File: config.mk
export PLATFORM = sky130hd
export DESIGN_NAME = dual_reg_macrocell
export DESIGN_NICKNAME = d
export VERILOG_FILES = /design/src/rtl/macrocell_pkg.sv /design/src/rtl/macrocell_rsync.sv /design/src/rtl/macrocell_sum.sv /design/src/rtl/macrocell_reg.sv /design/src/rtl/dual_reg_macrocell.sv
export SDC_FILE = /design/constraint.sdc
export NUM_CORES = 1
export LEC_CHECK = 0
export BUFFER_PORTS_ARGS = -buffer_cell sky130_fd_sc_hd__buf_2
export CAP_MARGIN = 20
export CELL_PAD_IN_SITES_DETAIL_PLACEMENT = 1
export CELL_PAD_IN_SITES_GLOBAL_PLACEMENT = 2
export CORE_MARGIN = 2
export CORE_UTILIZATION = 15
export CTS_CLUSTER_SIZE = 16
export DETAILED_ROUTE_END_ITERATION = 8
export PLACE_DENSITY = 0.75
export SYNTH_ARGS = -nofsm -noshare
export SYNTH_HDL_FRONTEND = slang
export SYNTH_SLANG_ARGS = --single-unit
File: constraint.sdc
create_clock -name clk -period 1.6 [get_ports clk]
set_clock_uncertainty 0.1 [all_clocks]
set_input_delay 0.32 -clock clk [delete_from_list [all_inputs] [get_ports clk]]
set_output_delay 0.32 -clock clk [all_outputs]
set_load 0.01 [all_outputs]
File: src/rtl/macrocell_pkg.sv
package macrocell_pkg;
  localparam int MAX_PT = 8;
  localparam int MIN_PT = 4;
  localparam int NUM_REG = 2;

  typedef enum logic [1:0] {
    SRC_COMB  = 2'b00,
    SRC_REG1  = 2'b01,
    SRC_REG2  = 2'b10,
    SRC_REG2B = 2'b11
  } pin_src_e;
endpackage

File: src/rtl/macrocell_rsync.sv
module macrocell_rsync #(
  parameter int STAGES = 2
) (
  input  logic clk,
  input  logic rst_n,
  output logic rst_sync_n
);
  logic [STAGES-1:0] chain;

  always_ff @(posedge clk or negedge rst_n) begin
    if (!rst_n) chain <= '0;
    else        chain <= {chain[STAGES-2:0], 1'b1};
  end

  assign rst_sync_n = chain[STAGES-1];
endmodule

File: src/rtl/macrocell_sum.sv
module macrocell_sum
  import macrocell_pkg::*;
#(
  parameter int TERMS = 8
) (
  input  logic [MAX_PT-1:0] pt,
  output logic              sum
);
  localparam logic [MAX_PT-1:0] USE_MASK = MAX_PT'((1 << TERMS) - 1);

  always_comb sum = |(pt & USE_MASK);
endmodule

File: src/rtl/macrocell_reg.sv
module macrocell_reg (
  input  logic clk,
  input  logic rst_sync_n,
  input  logic por,
  input  logic ck_term,
  input  logic ar_term,
  input  logic d,
  input  logic preset,
  input  logic pl_mode,
  input  logic pl_me,
  input  logic pl_data,
  output logic q
);
  logic aclr;
  logic ck_prev;
  logic rise;
  logic q_nxt;

  assign aclr = ar_term | por | ~rst_sync_n;
  assign rise = ck_term & ~ck_prev;

  // clock-term edge detector, cleared only by block reset
  always_ff @(posedge clk or negedge rst_sync_n) begin
    if (!rst_sync_n) ck_prev <= 1'b0;
    else             ck_prev <= ck_term;
  end

  // next-state: preload beats preset, preset beats data
  always_comb begin
    q_nxt = q;
    if (pl_mode) begin
      if (pl_me) q_nxt = pl_data;
    end else if (preset) begin
      q_nxt = 1'b1;
    end else begin
      q_nxt = d;
    end
  end

  always_ff @(posedge clk or posedge aclr) begin
    if (aclr)      q <= 1'b0;
    else if (rise) q <= q_nxt;
  end

  assert_clear_R4: assert property (@(posedge clk) disable iff (!rst_sync_n)
    (ar_term || por) |-> !q);

  assert_hold_R3: assert property (@(posedge clk) disable iff (!rst_sync_n)
    (!rise && !ar_term && !por) |=> ($stable(q) || ar_term || por));

  assert_preset_R5: assert property (@(posedge clk) disable iff (!rst_sync_n)
    (rise && !pl_mode && preset && !ar_term && !por) |=> (q || ar_term || por));

  assert_preload_R8: assert property (@(posedge clk) disable iff (!rst_sync_n)
    (rise && pl_mode && pl_me && !ar_term && !por) |=>
      ((q == $past(pl_data)) || ar_term || por));
endmodule

File: src/rtl/dual_reg_macrocell.sv
module dual_reg_macrocell
  import macrocell_pkg::*;
#(
  parameter int SUM_A_TERMS = 6,
  parameter int SUM_B_TERMS = 8,
  parameter int SYNC_STAGES = 2
) (
  input  logic              clk,
  input  logic              rst_n,
  input  logic              por,
  input  logic [MAX_PT-1:0] pt_a,
  input  logic [MAX_PT-1:0] pt_b,
  input  logic              cfg_comb_out,
  input  logic              cfg_comb_r1,
  input  logic              cfg_comb_r2,
  input  logic [1:0]        cfg_src,
  input  logic              cfg_inv,
  input  logic              ck1_term,
  input  logic              ck2_term,
  input  logic              ar1_term,
  input  logic              ar2_term,
  input  logic              preset_term,
  input  logic              oe_term,
  input  logic              pl_mode,
  input  logic              pl_sel,
  input  logic              verify,
  input  logic              secure,
  input  logic              pad_i,
  output logic              pad_o,
  output logic              pad_oe,
  output logic              fb_q1,
  output logic              fb_q2,
  output logic              fb_pin
);
  logic rst_sync_n;
  logic sum_a, sum_b, sum_ab;
  logic comb_val;
  logic [NUM_REG-1:0] ck_v, ar_v, d_v, q_v;
  logic src_val;
  pin_src_e src_sel;

  macrocell_rsync #(.STAGES(SYNC_STAGES)) u_rsync (
    .clk(clk), .rst_n(rst_n), .rst_sync_n(rst_sync_n)
  );

  macrocell_sum #(.TERMS(SUM_A_TERMS)) u_sum_a (.pt(pt_a), .sum(sum_a));
  macrocell_sum #(.TERMS(SUM_B_TERMS)) u_sum_b (.pt(pt_b), .sum(sum_b));

  assign sum_ab   = sum_a | sum_b;
  assign comb_val = cfg_comb_out ? sum_ab : sum_a;

  assign ck_v = {ck2_term, ck1_term};
  assign ar_v = {ar2_term, ar1_term};
  assign d_v  = {(cfg_comb_r2 ? sum_ab : sum_b), (cfg_comb_r1 ? sum_ab : sum_a)};

  for (genvar g = 0; g < NUM_REG; g++) begin : g_reg
    macrocell_reg u_reg (
      .clk       (clk),
      .rst_sync_n(rst_sync_n),
      .por       (por),
      .ck_term   (ck_v[g]),
      .ar_term   (ar_v[g]),
      .d         (d_v[g]),
      .preset    (preset_term),
      .pl_mode   (pl_mode),
      .pl_me     (pl_sel == g[0]),
      .pl_data   (pad_i),
      .q         (q_v[g])
    );
  end

  always_comb begin
    src_sel = pin_src_e'(cfg_src);
    unique case (src_sel)
      SRC_COMB: src_val = comb_val;
      SRC_REG1: src_val = q_v[0];
      default:  src_val = q_v[1];
    endcase
  end

  assign pad_o  = src_val ^ cfg_inv;
  assign pad_oe = oe_term & ~(secure & verify);
  assign fb_q1  = q_v[0];
  assign fb_q2  = q_v[1];
  assign fb_pin = pad_i;

  assert_blank_R10: assert property (@(posedge clk) disable iff (!rst_sync_n)
    (secure && verify) |-> !pad_oe);

  assert_por_R9: assert property (@(posedge clk) disable iff (!rst_sync_n)
    por |-> (!fb_q1 && !fb_q2));
endmodule

==> metrics.md, run 1 <==
| Metric | Value |
|---|---|
| Initial antenna violation count | `0` |
| Adder-Cell Fraction of Synth Area | `0%` |
| Worst-path fanout max | `2` |
| Pwr dens | `609 nW/µm²` |
| Root Buffer | `clkbuf_4` |
| Number of global-route vias before repair | `498` |
| Max-Cap Viols | `0` |
| Iter 0 DRT Violations | `0` |
| Via/cell ratio | `4.08` |
| Fin crit share | `114%` |
| Switching pwr | `0.123 mW` |
| Fraction of layout instances using a drive strength above 1 | `57.5%` |
| Io pins | `41` |
| Status | `finished, violations left` |
| Worst VDD drop | `0.312 mV` |
| DRC viols | `0` |
| Critical path arrival | `1410 ps` |
| Max Freq | `0.546 GHz` |
| Multi-input gate area | `230 µm²` |
| Final ANT Viol Nets | `0` |
| RSZ-0062 raised after global routing | `yes` |
| Pins Over Slew Limit | `0` |
| Post-synthesis register bit count | `6` |
| Global route overflow | `0` |
| Syn Inst Count | `38` |
| Yosys Warn Count | `0` |
| Clock slew at reported path FFs | `50 ps` |
| Top Family by Delay on Critical Path | `simple AND/OR/NAND/NOR gates` |
| Pleak | `0.348 nW` |
| Kind of critical path | `in2out` |
| Cell internal pwr | `0.319 mW` |
| Area grow syn2layout | `100%` |
| Tot GR Track Use | `10.3%` |
| Clock buffer depth | `2` |
| Detailed Routing Iterations Pass 1 | `1` |
| Synth Area in XOR/XNOR | `2.41%` |
| Post-Syn Area per Cell | `9.55 µm²` |
| Hold WS | `88.5 ps` |
| Final wirelength | `1280 µm` |
| Critical path endpoint category | `output port` |
| Overall power | `0.443 mW` |
| Part of the power in the clock network | `32.7%` |
| CP Buf/Inv Count | `2` |
| Switching Share | `27.9%` |
| Reg area | `150 µm²` |
| Detailed-route via count | `469` |
| IO Port Bufs | `38` |
| Final min period | `1830 ps` |
| Largest family of logic cells by synthesized area | `simple AND/OR/NAND/NOR gates` |
| Die area | `2830 µm²` |
| CP peak stage delay | `310 ps` |
| Die width | `53.2 µm` |
| Critical path cell sequence | `buf_6 -> nor4_4 -> nand2_2 -> o41ai_2 -> xnor2_1 -> buf_2` |
| Clock Latency Late Sink | `250 ps` |
| Routability cong. | `0.678` |
| Final Hold Fails | `0` |
| Final worst slack | `-231 ps` |
| Unique masters post-synth | `16` |
| Critical Path Source Type | `input pin` |
| Setup-failing EPs final | `1` |
| Clock Sink Count | `6` |
| Cell area after synthesis | `363 µm²` |
| CTS Buf Count | `3` |
| H-tree levels | `1` |
| Die Span Y | `53.2 µm` |
| Simple-Gate Fraction of Synth Area | `30.7%` |
| Compound-Gate Fraction of Synth Area | `21.4%` |
| Worst EP required | `1180 ps` |
| Post-synthesis sequential area ratio | `41.4%` |
| Starting Density | `16.1%` |
| Core Footprint | `2250 µm²` |
| N_diodes | `0` |
| Post-layout util | `32.2%` |
| Routed WL per cell | `11.1 µm` |
| Site Rows | `17` |
| Fill cells | `287` |
| Largest net degree at the start of global routing | `6` |
| CTS tree | `yes` |
| Slowest stage cell, crit path | `o41ai_2` |
| Failing checks | `setup timing` |
| Mux cell area share after synthesis | `0%` |
| Dpl hpwl | `1110 µm` |
| Sequential power share | `38.2%` |
| Post-synthesis net count | `74` |
| First-pass GRT wire length | `2040 µm` |
| Comb power frac | `29.0%` |
| HP Class | `in2reg` |
| Nets | `125` |
-- metal layers --
layer  track usage (%)  share of wire, %
met1              9.66                36
met2              19.6                55
met3              2.54               6.8
met4              6.41               2.4
met5                 0                 0
-- logic make-up after synthesis --
kind of cell,Yosys count
AO/OA/AOI/OAI,10
buffers and inverters,2
flip-flops,6
AND/OR/NAND/NOR,18
XOR/XNOR,1
other,1
-- layout by cell type (no fill, tap or decap), types with 3 or more instances in the layout --
cell type      count
clkbuf_4           3
dfrtp_1            6
dlygate4sd3_1      6
nand2_1            4
buf_4              3
nor2_1             3
nor4_4             3
a21oi_1            4
nand2b_1           4
buf_2             36
-- cell type report --
cell class                 count  area share (%)
timing repair buffer          47            39.2
clock buffer                   3            3.10
multi-input combinational     30            31.7
sequential                     6            20.7
tap                           28            4.82
inverter                       1           0.516
-- flip-flops by register name (all words and copies together) (netlist names) --
| register | flops |
|---|---|
| g.u_reg.ck_prev | 2 |
| g.u_reg.q | 2 |
| u_rsync.chain | 2 |
-- per-stage QoR --
step           TNS [ps]  cells  cell area [µm²]  setup WS, ps
2_1_floorplan         0     38              363          5.64
3_3_place_gp       -258    106              603          -258
3_5_place_dp       -295    106              603          -295
4_1_cts            -253    115              724          -253
5_1_grt            -298    115              727          -298
6_report           -231    115              727          -231
-- synth_stat cells, drive strengths merged --
master / number / area (µm²)
a21oi: 4 / 20.0
nor4: 5 / 50.1
nand2b: 4 / 25.0
inv: 1 / 3.75
nand2: 5 / 18.8
nor2: 3 / 11.3
o32ai: 2 / 17.5
buf: 1 / 7.51
dfrtp: 6 / 150
a21boi: 2 / 15.0
o21ai: 1 / 8.76
conb: 1 / 3.75
nor2b: 1 / 6.26
xnor2: 1 / 8.76
o41ai: 1 / 16.3
-- repair_timing --
action / CTS / global route
cloned: 0 / 0
setup buffers: 0 / 0
hold endpoints to repair: 6 / 0
gates resized for setup: 6 / 1
hold buffers: 6 / 0
pin swaps: 0 / 0
endpoints found under the setup margin: 1 / 1
-- power by group through the flow --
| stage | clock network (mW) | registers [mW] | logic [mW] |
|---|---|---|---|
| after floorplan | 0 | 0.173 | 0.0378 |
| after global placement | 0 | 0.172 | 0.103 |
| after detailed placement | 0 | 0.172 | 0.108 |
| after CTS | 0.152 | 0.169 | 0.130 |
| after global routing | 0.164 | 0.171 | 0.141 |
| final | 0.145 | 0.169 | 0.128 |
-- path summary, 6_finish.rpt --
kind	start	to	slack, ps	cells after the start
max in group asynchronous	ar2_term	g_reg[1].u_reg.q	370	4
min in group asynchronous	rst_n	u_rsync.chain[0]	290	2
min	ck1_term	g_reg[0].u_reg.ck_prev	90	1
min reg2reg	u_rsync.chain[0]	u_rsync.chain[1]	250	0
max	pt_a[3]	pad_o	-230	6
max reg2reg	g_reg[0].u_reg.ck_prev	g_reg[0].u_reg.q	490	3
-- worst reg2reg max path, cell delays in order, from the launching register on --
cell,delay (ps)
dfrtp_1,350
nand2b_1,180
o32ai_1,280
a21oi_1,70
No activity file was read; power rests on OpenSTA's default activity.
==> inputs of run 2 (changes only) <==
- SKIP_LAST_GASP: unset -> 1
==> run 2 against run 1 <==
  * The flow still finishes with violations (setup timing)
  * Register-to-register slack hardly changed
  * Via count shrank 0.21%
  * Combinational power fell by 6%
  * Die area stayed put
  * Global-route usage increased by 0.059 points
  * Largest power group unchanged
==> metrics.md, run 2 (synthesis gave the netlist of run 1 again) <==
| Metric | Value |
|---|---|
| H-tree levels | `1 (unchanged)` |
| Hold_sp | `ck1_term` |
| Area grow syn2layout | `91.4%` |
| HP Class | `in2reg` |
| IO Port Bufs | `38 (unchanged)` |
| Routed WL per cell | `11.2 µm (+0.94%)` |
| Clock Sink Count | `6 (unchanged)` |
| DRC viols | `0 (unchanged)` |
| Pins Over Slew Limit | `0 (unchanged)` |
| Multi-input gate area | `210 µm² (-8.7%)` |
| Critical path endpoint category | `output port` |
| Kind of critical path | `in2out` |
| Setup slack, reg-to-reg | `490 ps (about the same)` |
| Metal3 WL | `83 µm (-4.6%)` |
| Biggest regs | `g.u_reg.ck_prev x2, g.u_reg.q x2, u_rsync.chain x2` |
| Final min period | `1860 ps (+32.6 ps)` |
| Final wirelength | `1290 µm (+0.94%)` |
| Setup TNS Final | `-264 ps (-32.6 ps)` |
| Root Buffer | `clkbuf_4` |
| Detailed-route via count | `468 (-0.21%)` |
| RR Startpoint | `g_reg[0].u_reg.ck_prev` |
| Number of global-route vias before repair | `506 (+1.6%)` |
| Die width | `53.2 µm (unchanged)` |
| Top layer used by detailed routing | `met4` |
| CTS Buf Count | `3 (unchanged)` |
| First-pass GRT wire length | `2050 µm (+0.34%)` |
| Die Span Y | `53.2 µm (unchanged)` |
| CTS tree | `yes` |
| Routability cong. | `0.678 (unchanged)` |
| Nets | `125 (unchanged)` |
| Worst-path fanout max | `2 (unchanged)` |
| Initial antenna violation count | `0 (unchanged)` |
| Fill cells | `287 (unchanged)` |
| Worst VDD drop | `0.311 mV (-0.31%)` |
| Clock Latency Late Sink | `250 ps (about the same)` |
| Setup Buffers After CTS | `0 (unchanged)` |
| Max Freq | `0.537 GHz (-1.7%)` |
| Site Rows | `17 (unchanged)` |
| Max-Cap Viols | `0 (unchanged)` |
| Die area | `2830 µm² (unchanged)` |
| Dpl hpwl | `1110 µm (unchanged)` |
| Detailed Routing Iterations Pass 1 | `1 (unchanged)` |
| Clock slew at reported path FFs | `50 ps (about the same)` |
| Final Hold Fails | `0 (unchanged)` |
| Met1 WL | `461 µm (+1.3%)` |
| Hold-critical path depth | `1 (unchanged)` |
| Critical path arrival | `1440 ps (+30 ps)` |
| RSZ-0062 raised after global routing | `yes` |
| Reg-to-reg endpoint | `g_reg[0].u_reg.q` |
| Setup-failing EPs final | `1 (unchanged)` |
| Most frequent cells in the layout | `buf_2 (38), dfrtp_1 (6), dlygate4sd3_1 (6), nand2_1 (5)` |
| Hold path endpoint | `g_reg[0].u_reg.ck_prev` |
| Io pins | `41 (unchanged)` |
| R2r worst-path depth | `3 (unchanged)` |
| Starting Density | `16.1% (unchanged)` |
| Iter 0 DRT Violations | `0 (unchanged)` |
| Status | `finished, violations left` |
| N_diodes | `0 (unchanged)` |
| Tot GR Track Use | `10.4% (+0.059 points)` |
| Largest net degree at the start of global routing | `6 (unchanged)` |
| Reg area | `150 µm² (unchanged)` |
| Fraction of layout instances using a drive strength above 1 | `56.3% (-1.1 points)` |
| Critical Path Source Type | `input pin` |
| Pleak | `0.340 nW (-2.3%)` |
| Global route overflow | `0 (unchanged)` |
| Fin crit share | `116% (+2.0 points)` |
| Clock buffer depth | `2 (unchanged)` |
| Most common cell after layout, fill and taps aside | `buf_2` |
| Final worst slack | `-264 ps (-32.6 ps)` |
| Failing checks | `setup timing` |
| Pwr dens | `625 nW/µm² (+2.7%)` |
| Via/cell ratio | `4.07 (-0.21%)` |
| WL met2 | `715 µm (+1.6%)` |
| Worst EP required | `1180 ps (about the same)` |
| Final ANT Viol Nets | `0 (unchanged)` |
| Core Footprint | `2250 µm² (unchanged)` |
| Post-layout util | `30.8% (-1.4 points)` |
run 2: how the worst max path moves through the flow:
stage,end,from,cells past startpoint
floorplan,pad_o,pt_a[3],4
global placement,pad_o,pt_b[1],6
detailed placement,pad_o,pt_b[5],6
CTS,pad_o,pt_a[3],6
global route,pad_o,pt_a[3],6
finish,pad_o,pt_a[3],6
run 2: stage by stage:
stage               hold slack [ps]  instances  setup slack, ps  power (mW)  cell area, µm²
floorplan                     -77.8         38             5.64       0.211             363
global placement              -72.7        106             -258       0.275             603
detailed placement            -66.5        106             -295       0.280             603
CTS                            84.1        115             -275       0.441             686
global route                   78.4        115             -326       0.467             694
finish                         89.2        115             -264       0.434             694
run 2: power breakdown:
| part | internal (mW) | total, mW | switching [mW] |
|---|---|---|---|
| Combinational | 0.0667 | 0.120 | 0.0537 |
| Clock | 0.0851 | 0.144 | 0.0593 |
| Sequential | 0.163 | 0.169 | 0.00623 |
| Total | 0.315 | 0.434 | 0.119 |
run 2: layout make-up:
type | instances | area share, %
Sequential cell | 6 | 21.6
Inverter | 1 | 0.541
Timing Repair Buffer | 47 | 39.3
Tap cell | 28 | 5.05
Multi-Input combinational cell | 30 | 30.3
Clock buffer | 3 | 3.24
run 2: metal layers:
layer / up-vias / global-route usage [%]
li1: 234 / -
met1: 212 / 9.66
met2: 19 / 19.8
met3: 3 / 2.54
met4: 0 / 6.41
met5: - / 0
run 2: timing repair:
action,4_1_cts,5_1_grt
gates resized for setup,1,1
endpoints found under the hold margin,6,0
hold buffers,6,0
setup endpoints to repair,1,1
run 2: worst max-delay path, stage by stage:
cell and delay (ps):
buf_2 100, nor4_2 260, nand2_1 120, o41ai_2 320, xnor2_1 160, buf_2 160
==> inputs of run 3 (changes only) <==
- CORE_ASPECT_RATIO: unset -> 0.7
- GPL_TIMING_DRIVEN: unset -> 0
==> run 3 against run 2 <==
  * Final area up 6.7%
  * Core utilization is 2.5 points higher
  * Largest power group unchanged
  * The flow still finishes with violations (setup timing)
  * Wire length shrank 0.93%
  * Non-clock buffer count is 1 higher
  * Sequential share of layout area decreased by 1.4 points
  * Total power is 0.74% lower
  * Setup slack got worse by 2.0 ps
==> metrics.md, run 3 (synthesis gave the netlist of run 1 again) <==
| Metric | Value |
|---|---|
| Status | `finished, violations left` |
| Failing checks | `setup timing` |
| DRC viols | `0 (unchanged)` |
| Kind of critical path | `in2out` |
| Max Freq | `0.536 GHz (-0.10%)` |
| Final wirelength | `1280 µm (-0.93%)` |
| Worst EP required | `1180 ps (about the same)` |
| Nets | `126 (+0.80%)` |
| Io pins | `41 (unchanged)` |
| Placed insts | `108 (+1.9%)` |
| Reg area | `150 µm² (unchanged)` |
| Starting Density | `16.3% (+0.22 points)` |
| First-pass GRT wire length | `1820 µm (-11%)` |
| Iter 0 DRT Violations | `3 (+3)` |
| Largest net degree at the start of global routing | `6 (unchanged)` |
| Post-Layout Cell Count | `120 (+4.3%)` |
| IO Port Bufs | `38 (unchanged)` |
| Most common cell after layout, fill and taps aside | `buf_2` |
| Routed WL per cell | `10.7 µm (-5.1%)` |
| Most frequent cells in the layout | `buf_2 (34), dfrtp_1 (6), dlygate4sd3_1 (6), nand2_1 (5)` |
| Worst VDD drop | `0.464 mV (+49%)` |
| HP Class | `in2reg` |
| Die area | `2830 µm² (+0.22%)` |
| N_diodes | `0 (unchanged)` |
| Detailed-route via count | `462 (-1.3%)` |
| Root Buffer | `clkbuf_4` |
| Fraction of layout instances using a drive strength above 1 | `56.8% (+0.50 points)` |
| Site Rows | `14 (-3)` |
| Pins Over Slew Limit | `0 (unchanged)` |
| Area grow syn2layout | `104%` |
| Die Span Y | `45.2 µm (-15%)` |
| Initial antenna violation count | `0 (unchanged)` |
| Clock slew at reported path FFs | `40 ps (about the same)` |
| Core Footprint | `2220 µm² (-1.3%)` |
| Via/cell ratio | `3.85 (-5.4%)` |
| Critical Path Source Type | `input pin` |
| Final ANT Viol Nets | `0 (unchanged)` |
| Final worst slack | `-266 ps (-1.96 ps)` |
| Max-Cap Viols | `0 (unchanged)` |
| Clock buffer depth | `2 (unchanged)` |
| H-tree levels | `1 (unchanged)` |
| Number of global-route vias before repair | `441 (-13%)` |
| Setup TNS Final | `-266 ps (-1.96 ps)` |
| Detailed Routing Iterations Pass 1 | `2 (+1)` |
| Critical path arrival | `1450 ps (about the same)` |
| CTS tree | `yes` |
| RSZ-0062 raised after global routing | `yes` |
| Critical path endpoint category | `output port` |
| Pwr dens | `582 nW/µm² (-6.9%)` |
| Die width | `62.8 µm (+18%)` |
| Multi-input gate area | `219 µm² (+4.2%)` |
| Biggest regs | `g.u_reg.ck_prev x2, g.u_reg.q x2, u_rsync.chain x2` |
| Fill cells | `287 (unchanged)` |
| Fin crit share | `117% (+0.12 points)` |
| Final min period | `1870 ps (+1.96 ps)` |
| Global route overflow | `0 (unchanged)` |
| Setup-failing EPs final | `1 (unchanged)` |
| Pleak | `0.354 nW (+4.0%)` |
| Dpl hpwl | `1020 µm (-8.2%)` |
| Worst-path fanout max | `2 (unchanged)` |
| Final Hold Fails | `0 (unchanged)` |
| Clock Sink Count | `6 (unchanged)` |
| Tot GR Track Use | `8.74% (-1.6 points)` |
| Clock Latency Late Sink | `240 ps (about the same)` |
| CTS Buf Count | `3 (unchanged)` |
| Routability cong. | `0.610 (-10%)` |
[run 3: layer usage]
metal	part of all wire [%]	wire, µm	track usage (%)	up-vias
li1	-	-	-	239
met2	52	667	15.7	17
met5	0	0	0	-
met1	39	503	8.79	206
met3	8.4	108	5.24	0
met4	0	0	2.67	0
[run 3: timing repair]
action / in CTS / in global routing
setup buffers: 2 / 1
hold endpoints to repair: 6 / 0
resized for setup: 1 / 6
hold buffers: 6 / 0
endpoints found under the setup margin: 1 / 1
pin swaps: 4 / 7
[run 3: final timing paths]
kind | depth (start not counted) | startpoint | slack (ps) | end
setup / recovery | 6 | pt_b[2] | -270 | pad_o
hold / removal | 1 | ck1_term | 100 | g_reg[0].u_reg.ck_prev
setup reg to reg | 3 | g_reg[0].u_reg.ck_prev | 460 | g_reg[0].u_reg.q
hold reg to reg | 0 | u_rsync.chain[0] | 240 | u_rsync.chain[1]
max in group asynchronous | 4 | ar2_term | 300 | g_reg[1].u_reg.q
min in group asynchronous | 2 | rst_n | 320 | u_rsync.chain[0]
[run 3: through the flow]
| stage | hold slack (ps) | cell area (µm²) | power [mW] | setup slack [ps] | util (%) |
|---|---|---|---|---|---|
| 2_1_floorplan | -77.8 | 363 | 0.211 | 5.64 | - |
| 3_3_place_gp | -66.4 | 593 | 0.275 | -261 | 26.7 |
| 3_5_place_dp | -62.8 | 593 | 0.277 | -285 | 26.7 |
| 4_1_cts | 97.7 | 697 | 0.430 | -275 | 31.3 |
| 5_1_grt | 93.9 | 741 | 0.465 | -346 | 33.3 |
| 6_report | 104 | 741 | 0.431 | -266 | 33.3 |
[run 3: cell type report]
type	instances	share of cell area [%]
multi-input combinational	30	29.6
timing repair buffer	47	40.2
sequential	6	20.3
tap	32	5.41
inverter	1	0.507
clock buffer	3	3.04
buffer	1	1.01
[run 3: worst max-delay path: stages]
cell,delay (ps)
buf_2,120
nor4_4,280
a21boi_1,120
o41ai_2,320
xnor2_1,150
buf_2,150
[run 3: where the power goes]
group	leakage [nW]	switching [mW]	internal [mW]
combinational	0.270	0.0530	0.0743
sequential	0.0696	0.00607	0.163
clock	0.0138	0.0499	0.0845
